===== src/rtl/extdec_pkg.sv =====
package extdec_pkg;
  parameter int OPC_W = 3;
  parameter int IDX_W = 3;
  parameter int CLS_W = 3;
  parameter int DAT_W = 4;
  parameter int CAT_W = 2;
  localparam int IMM_W = CLS_W + DAT_W;
  localparam int INSTR_W = OPC_W + 2 * IDX_W + IMM_W;
  localparam logic [OPC_W-1:0] OPC_JALR = '1;

  typedef enum logic [CLS_W-1:0] {
    CLS_MODE = 3'd0, CLS_EXC = 3'd1, CLS_INT = 3'd2, CLS_TRAP = 3'd3,
    CLS_TLB = 3'd4, CLS_CRMV = 3'd5, CLS_RFE = 3'd6, CLS_RSVD = 3'd7
  } extClass_e;

  typedef enum logic [CAT_W-1:0] {
    CAT_EXC = 2'd0, CAT_INT = 2'd1, CAT_TRAP = 2'd2
  } excCat_e;

  typedef enum logic [DAT_W-1:0] {
    ACT_NONE = 4'd0, ACT_SLEEP = 4'd1, ACT_HALT = 4'd2, ACT_PANIC = 4'd3,
    ACT_TLB_PROBE = 4'd4, ACT_TLB_WRITE = 4'd5, ACT_TLB_CLEAR = 4'd6,
    ACT_CR_TO_GPR = 4'd7, ACT_GPR_TO_CR = 4'd8, ACT_RFE = 4'd9
  } actKind_e;

  localparam logic [DAT_W-1:0] CODE_INVOP = 4'd3;
  localparam logic [DAT_W-1:0] CODE_PRIV = 4'd5;

  typedef struct packed {
    logic inject;
    excCat_e cat;
    logic [DAT_W-1:0] code;
    actKind_e act;
    logic [DAT_W-1:0] arg;
    logic keepRegs;
  } ctlStrobes_t;
endpackage


===== src/rtl/extdec_ctrl.sv =====
module extdec_ctrl
  import extdec_pkg::*;
(
  input  logic [INSTR_W-1:0] instr,
  input  logic               kernel,
  output ctlStrobes_t        strobes
);
  localparam int IMM_HI = IMM_W - 1;

  logic [OPC_W-1:0] opc;
  logic [IMM_W-1:0] imm;
  extClass_e        cls;
  logic [DAT_W-1:0] dat;
  logic             isExt;

  assign opc   = instr[INSTR_W-1 -: OPC_W];
  assign imm   = instr[IMM_HI:0];
  assign cls   = extClass_e'(imm[IMM_HI -: CLS_W]);
  assign dat   = imm[DAT_W-1:0];
  assign isExt = (opc == OPC_JALR) && (imm != '0);

  always_comb begin
    strobes = '{inject: 1'b0, cat: CAT_EXC, code: '0, act: ACT_NONE,
                arg: '0, keepRegs: 1'b1};
    if (isExt) begin
      strobes.keepRegs = 1'b0;
      if (!kernel && cls != CLS_TRAP) begin
        strobes.inject = 1'b1;
        strobes.code = CODE_PRIV;
      end else begin
        unique case (cls)
          CLS_MODE: begin
            if (dat[DAT_W-1]) begin
              strobes.act = ACT_PANIC;
              strobes.arg = dat;
            end else if (dat == 4'd1) strobes.act = ACT_SLEEP;
            else if (dat == 4'd2) strobes.act = ACT_HALT;
            else if (dat != 4'd0) begin
              strobes.inject = 1'b1;
              strobes.code = CODE_INVOP;
            end
          end
          CLS_EXC, CLS_INT, CLS_TRAP: begin
            strobes.inject = 1'b1;
            strobes.code = dat;
            strobes.cat = (cls == CLS_EXC) ? CAT_EXC :
                          (cls == CLS_INT) ? CAT_INT : CAT_TRAP;
          end
          CLS_TLB: begin
            if (dat == 4'd0) begin
              strobes.act = ACT_TLB_PROBE;
              strobes.keepRegs = 1'b1;
            end else if (dat == 4'd1) begin
              strobes.act = ACT_TLB_WRITE;
              strobes.keepRegs = 1'b1;
            end else if (dat == 4'd2) strobes.act = ACT_TLB_CLEAR;
            else begin
              strobes.inject = 1'b1;
              strobes.code = CODE_INVOP;
            end
          end
          CLS_CRMV: begin
            strobes.act = dat[DAT_W-1] ? ACT_GPR_TO_CR : ACT_CR_TO_GPR;
            strobes.arg = {1'b0, dat[DAT_W-2:0]};
          end
          CLS_RFE: begin
            strobes.act = ACT_RFE;
            strobes.keepRegs = 1'b1;
          end
          default: begin
            strobes.inject = 1'b1;
            strobes.code = CODE_INVOP;
          end
        endcase
      end
    end
  end

  // an injected condition never carries an action too
  always_comb begin
    if (strobes.inject) p_inject_excl_r2: assert (strobes.act == ACT_NONE);
  end
endmodule


===== src/rtl/extdec_dp.sv =====
module extdec_dp
  import extdec_pkg::*;
(
  input  logic               clk,
  input  logic               rstN,
  input  logic               inValid,
  input  logic [INSTR_W-1:0] instr,
  input  logic               kernel,
  input  ctlStrobes_t        strobes,
  output logic               outValid,
  output logic               outExc,
  output logic [CAT_W-1:0]   outExcCat,
  output logic [DAT_W-1:0]   outExcCode,
  output logic [DAT_W-1:0]   outAct,
  output logic [DAT_W-1:0]   outActArg,
  output logic [IDX_W-1:0]   outRegA,
  output logic [IDX_W-1:0]   outRegB,
  output logic               outCtlBank
);
  localparam int RA_LO = IMM_W + IDX_W;
  localparam int RB_LO = IMM_W;

  logic [IDX_W-1:0] fieldA, fieldB;
  assign fieldA = instr[RA_LO +: IDX_W];
  assign fieldB = instr[RB_LO +: IDX_W];

  always_ff @(posedge clk) begin
    if (!rstN || !inValid) begin
      outValid   <= 1'b0;
      outExc     <= 1'b0;
      outExcCat  <= '0;
      outExcCode <= '0;
      outAct     <= '0;
      outActArg  <= '0;
      outRegA    <= '0;
      outRegB    <= '0;
      outCtlBank <= 1'b0;
    end else begin
      outValid   <= 1'b1;
      outExc     <= strobes.inject;
      outExcCat  <= strobes.cat;
      outExcCode <= strobes.code;
      outAct     <= strobes.act;
      outActArg  <= strobes.arg;
      outRegA    <= strobes.keepRegs ? fieldA : '0;
      outRegB    <= strobes.keepRegs ? fieldB : '0;
      outCtlBank <= kernel;
    end
  end

  p_latency_r2: assert property (@(posedge clk) disable iff (!rstN)
    inValid |=> outValid);
  p_idle_quiet_r2: assert property (@(posedge clk) disable iff (!rstN)
    !outValid |-> (!outExc && outAct == '0 && !outCtlBank && outRegA == '0));
  p_user_only_trap_r4: assert property (@(posedge clk) disable iff (!rstN)
    (outValid && !outCtlBank && outExc) |->
      (outExcCat == CAT_TRAP || (outExcCat == CAT_EXC && outExcCode == CODE_PRIV)));
  p_user_no_action_r4: assert property (@(posedge clk) disable iff (!rstN)
    (outValid && !outCtlBank) |-> outAct == ACT_NONE);
  p_panic_arg_r5: assert property (@(posedge clk) disable iff (!rstN)
    (outAct == ACT_PANIC) |-> outActArg[DAT_W-1]);
  p_exc_regs_zero_r10: assert property (@(posedge clk) disable iff (!rstN)
    outExc |-> (outRegA == '0 && outRegB == '0 && outActArg == '0));
endmodule


===== src/rtl/extdec_top.sv =====
module extdec_top
  import extdec_pkg::*;
(
  input  logic        clk,
  input  logic        rstN,
  input  logic        inValid,
  input  logic [15:0] inInstr,
  input  logic        kernelMode,
  output logic        outValid,
  output logic        outExc,
  output logic [1:0]  outExcCat,
  output logic [3:0]  outExcCode,
  output logic [3:0]  outAct,
  output logic [3:0]  outActArg,
  output logic [2:0]  outRegA,
  output logic [2:0]  outRegB,
  output logic        outCtlBank
);
  ctlStrobes_t strobes;

  extdec_ctrl u_ctrl (
    .instr(inInstr), .kernel(kernelMode), .strobes(strobes)
  );

  extdec_dp u_dp (
    .clk(clk), .rstN(rstN), .inValid(inValid), .instr(inInstr),
    .kernel(kernelMode), .strobes(strobes),
    .outValid(outValid), .outExc(outExc), .outExcCat(outExcCat),
    .outExcCode(outExcCode), .outAct(outAct), .outActArg(outActArg),
    .outRegA(outRegA), .outRegB(outRegB), .outCtlBank(outCtlBank)
  );
endmodule


===== config.mk =====
export PLATFORM = sky130hd
export DESIGN_NAME = extdec_top
export DESIGN_NICKNAME = d
export VERILOG_FILES = /design/src/rtl/extdec_pkg.sv /design/src/rtl/extdec_ctrl.sv /design/src/rtl/extdec_dp.sv /design/src/rtl/extdec_top.sv
export SDC_FILE = /design/constraint.sdc
export NUM_CORES = 1
export LEC_CHECK = 0
export BUFFER_PORTS_ARGS = -buffer_cell sky130_fd_sc_hd__buf_2
export CAP_MARGIN = 10
export CORE_ASPECT_RATIO = 1.1
export CORE_MARGIN = 2
export CORE_UTILIZATION = 45
export DETAILED_ROUTE_END_ITERATION = 10
export PLACE_DENSITY = 0.73
export SLEW_MARGIN = 20
export SYNTH_ARGS = -nofsm -noshare
export SYNTH_HDL_FRONTEND = slang
export SYNTH_HIERARCHICAL = 1
export SYNTH_SLANG_ARGS = --single-unit

===== constraint.sdc =====
create_clock -name clk -period 3.5 [get_ports clk]
set_input_delay 0.35 -clock clk [delete_from_list [all_inputs] [get_ports clk]]
set_output_delay 0.35 -clock clk [all_outputs]
set_load 0.02 [all_outputs]

# == Word-level counts from Yosys, hierarchy flattened ==
# Cells that the tools add are included.
# totals
ff_bits,23
latch_bits,0
mem_bits_rw,0
romBits,0
in_bits,20
elab_cells,74
n_memories,0
# op_classes
add_sub_neg,0
multipliers,0
div,0
magnitude_cmp,0
n_eq_ne,10
n_shift,0
n_mux,35
bitwise_logic,3
n_reduce_logical,16
# op_table
cell,n
$mux 4,11
$pmux 4 s4,2
$mux 1,13
$eq 3x3->1 const B,4
$mux 2,4
$pmux 4 s2,1
$reduce_bool 7->1,1
$eq 3x2->1 const B,2
$mux 3,2
$reduce_or 2->1,3
$reduce_or 3->1,2
$reduce_or 5->1,1
$eq 4x1->1 const B,1
$eq 4x2->1 const B,1
$logic_not 4->1,1
$reduce_bool 4->1,1
$eq 3x1->1 const B,1
$logic_not 1->1,3
$logic_not 3->1,1
$ne 3x2->1 const B,1
$not 1->1,3
$pmux 1 s3,1
$logic_and 1x1->1,2
$pmux 1 s2,1
$logic_or 1x1->1,1

# == Depth between registers and ports, before layout ==
# logic_depth
ltp_word,8
mapped_depth,6

# == Hierarchy ==
# Netlist, hierarchy kept.
# modules_own_cells
module,instances,cells_per_inst,area_per_inst_um2,seq_area_each_um2
extdec_dp,1,50,641.9,460.4
extdec_ctrl,1,75,491.7,0.0

# == Least setup slack after synthesis ==
# Ideal clock, no wire load.
# synth_path
kind,input -> register
from,input inInstr[6]
to,register u_dp.outRegA[0]
setup_ps,61
arrival_time_ps,1464
required_ps,3439
slack_ps,1975
cell_stages,4
n_path_buf,0
path_cell_list,or4_4 -> o21ai_2 -> o21bai_1 -> and4_1
# synth_rtl
item,line_no,rtl
"start, declared",extdec_top.sv:7,"input logic [15:0] inInstr,"
"end signal, assigned",extdec_dp.sv:45,outRegA <= strobes.keepRegs ? fieldA : '0;
"end, declared",extdec_dp.sv:16,"output logic [IDX_W-1:0] outRegA,"

==> flow_metrics.env <==
export IMPL_status="completed"
export IMPL_yosys_cell_types_count=43
export IMPL_clk_pin_slew_ps=120
export IMPL_utilization=0.550
export IMPL_path_depth=5
export IMPL_yosysTopAreaCell="dfxtp_1"
export IMPL_synth_top_cells_by_area="dfxtp_1, and3_1, and4_1"
export IMPL_holdPathStages=2
export IMPL_hold_path_class="in -> reg"
export IMPL_crit_required_ps=3740
export IMPL_tritoncts="yes"
export IMPL_grt_antenna_before_repair=0
export IMPL_finalMaxSlewViolations=0
export IMPL_dp_hpwl_um=1830
export IMPL_overflow=0
export IMPL_clk_path_buf_depth=2
export IMPL_max_freq_mhz=612
export IMPL_wl_met3_um=140
export IMPL_met2_length_um=1270
export IMPL_holdCritStartpoint="inInstr[9]"
export IMPL_synth_seq_cells=23
export IMPL_ys_async_sr_fraction=0
export IMPL_peakVddDrop_mv=0.190
export IMPL_synth_ff_type="dfxtp_1"
export IMPL_hold_buffers=0
export IMPL_routedWlPerCell_um=13.4
export IMPL_routed_wl_um=2540
export IMPL_synthCells=125
export IMPL_die_w_um=51.9
export IMPL_start_util=0.463
export IMPL_grt_start_max_net_pins=24
export IMPL_die_area_mm2=0.00294
export IMPL_yosys_top_cells_count="dfxtp_1, and3_1, and4_1, buf_2, nor3_1"
export IMPL_grt_use_total=0.177
export IMPL_n_antenna_cell=0
export IMPL_core_mm2=0.00245
export IMPL_yosysSeqAreaShare=0.406
export IMPL_cts_resized_gates=0
export IMPL_grt_pass1_wl_um=4040
export IMPL_yosysTopAreaCellShare=0.406
export IMPL_path_class="in -> reg"
export IMPL_drc=0
export IMPL_slowest_stage="or4_4"
export IMPL_cp_start_kind="input port"
export IMPL_ys_warn_count=6
export IMPL_crit_path_end_kind="register"
export IMPL_avgSynthCellArea_um2=9.07
export IMPL_vias=1058
export IMPL_io_buffer_count=42
export IMPL_gp_congestion=0.885
export IMPL_maxCapViolCount=0
export IMPL_viasPerCell=5.57
export IMPL_cts_root_buf="clkbuf_4"
export IMPL_finalNetCount=180
export IMPL_crit_start="inInstr[6]"
export IMPL_worstMarginPinSlew_ps=584
export IMPL_dr_first_iter_drc_count=29
export IMPL_row_count=19
export IMPL_max_slew_margin_rel=0.608
export IMPL_crit_family="simple AND/OR/NAND/NOR gates"
export IMPL_dieHeight_um=56.6
export IMPL_crit_chain="buf_2 > or4_4 > o21ai_2 > o21bai_1 > and4_1"
export IMPL_numCtsBuffers=3
export IMPL_area_growth_pct=18.8
export IMPL_cts_sinks=23
export IMPL_m1WireLength_um=1100
export IMPL_rsz0062_at_grt="false"
export IMPL_netlist_area_mm2=0.00113
export IMPL_fin_cells=190
export IMPL_dp_cells=186
export IMPL_fin_crit_ps=1630
export IMPL_pin_count=43
export IMPL_grt_pass1_vias=923
export IMPL_postCtsSetupBuffers=0
export IMPL_cp_arrival_ps=1880
export IMPL_leakagePower_uw=0.000658
export IMPL_synth_edf_count=0
export IMPL_p_per_area_mw_per_mm2=338
export IMPL_hold_viol_final=0
export IMPL_htree_levels=1
export IMPL_drive_gt1_frac=0.340
export IMPL_setup_viol=0
export IMPL_min_period_over_period=0.467
export IMPL_worst_path_max_fanout=20
export IMPL_critPathBufInv=1
export IMPL_slowest_delay_ps=590
export IMPL_syn_nets=145
export IMPL_synthMostInstantiatedCell="dfxtp_1"
export IMPL_dr_pass1_iters=4
export IMPL_fin_tns_setup_ps=0
export IMPL_hold_ws_ps=312
export IMPL_top_layer="met4"
export IMPL_postRouteAntennaNets=0
-- final timing paths --
| kind | endpoint | slack [ps] |
|---|---|---|
| max | u_dp/outRegA[1] | 1870 |
| min | u_dp/outRegB[2] | 310 |
-- stage by stage --
stage | setup WS, ps | cell area [um2] | power [uW]
5_1_grt | 1840 | 1350 | 480
4_1_cts | 1890 | 1350 | 459
6_report | 1870 | 1350 | 456
3_3_place_gp | 1660 | 1320 | 343
2_1_floorplan | 1970 | 1130 | 323
3_5_place_dp | 1570 | 1320 | 345
-- where the power goes --
group          internal, uW  switching, uW  total (uW)
Combinational          27.3           45.3        72.6
Sequential              266          0.924         267
Clock                  42.6           73.1         116
Total                   336            119         456
-- layout make-up --
class | count | area (um2)
clock buffer | 3 | 22.5
clock inverter | 1 | 5.00
fill | 239 | 1100
inverter | 2 | 7.51
multi-input combinational | 88 | 602
sequential | 23 | 460
tap | 31 | 38.8
timing repair buffer | 42 | 210
-- cell families after synthesis --
family / after synthesis / synth area share
AOI/OAI and AO/OA: 25 / 0.159
DFF: 23 / 0.406
buffers and inverters: 14 / 0.0629
and+or+nand+nor: 63 / 0.372
-- cell usage in the layout (no fill, tap or decap), types with 2 or more instances in the layout --
master / netlist / layout
nand2_1: 5 / 5
a21oi_1: 5 / 5
and4_1: 6 / 6
o211ai_1: 2 / 2
nor3_1: 6 / 6
inv_1: 2 / 2
nand4b_1: 2 / 2
a21o_1: 2 / 2
nor3b_1: 3 / 3
nor2_1: 5 / 5
clkbuf_4: 0 / 3
nor2b_1: 4 / 4
dfxtp_1: 23 / 23
buf_2: 6 / 42
and3_1: 17 / 17
and3b_1: 2 / 2
nand3_1: 2 / 2
o21ai_0: 4 / 4
-- sequential cells by signal (all words and copies together), names as in the netlist, 2 cells and up --
register,cells
u_dp/outActArg,4
u_dp/outRegA,3
u_dp/outRegB,3
u_dp/outExcCode,4
u_dp/outExcCat,2
u_dp/outAct,4
-- routing by layer --
layer | vias up | global-route usage
li1 | 529 | -
met1 | 483 | 0.217
met2 | 44 | 0.306
met3 | 2 | 0.0160
met4 | 0 | 0.0789
met5 | - | 0
No activity file was read; power rests on OpenSTA's default activity.
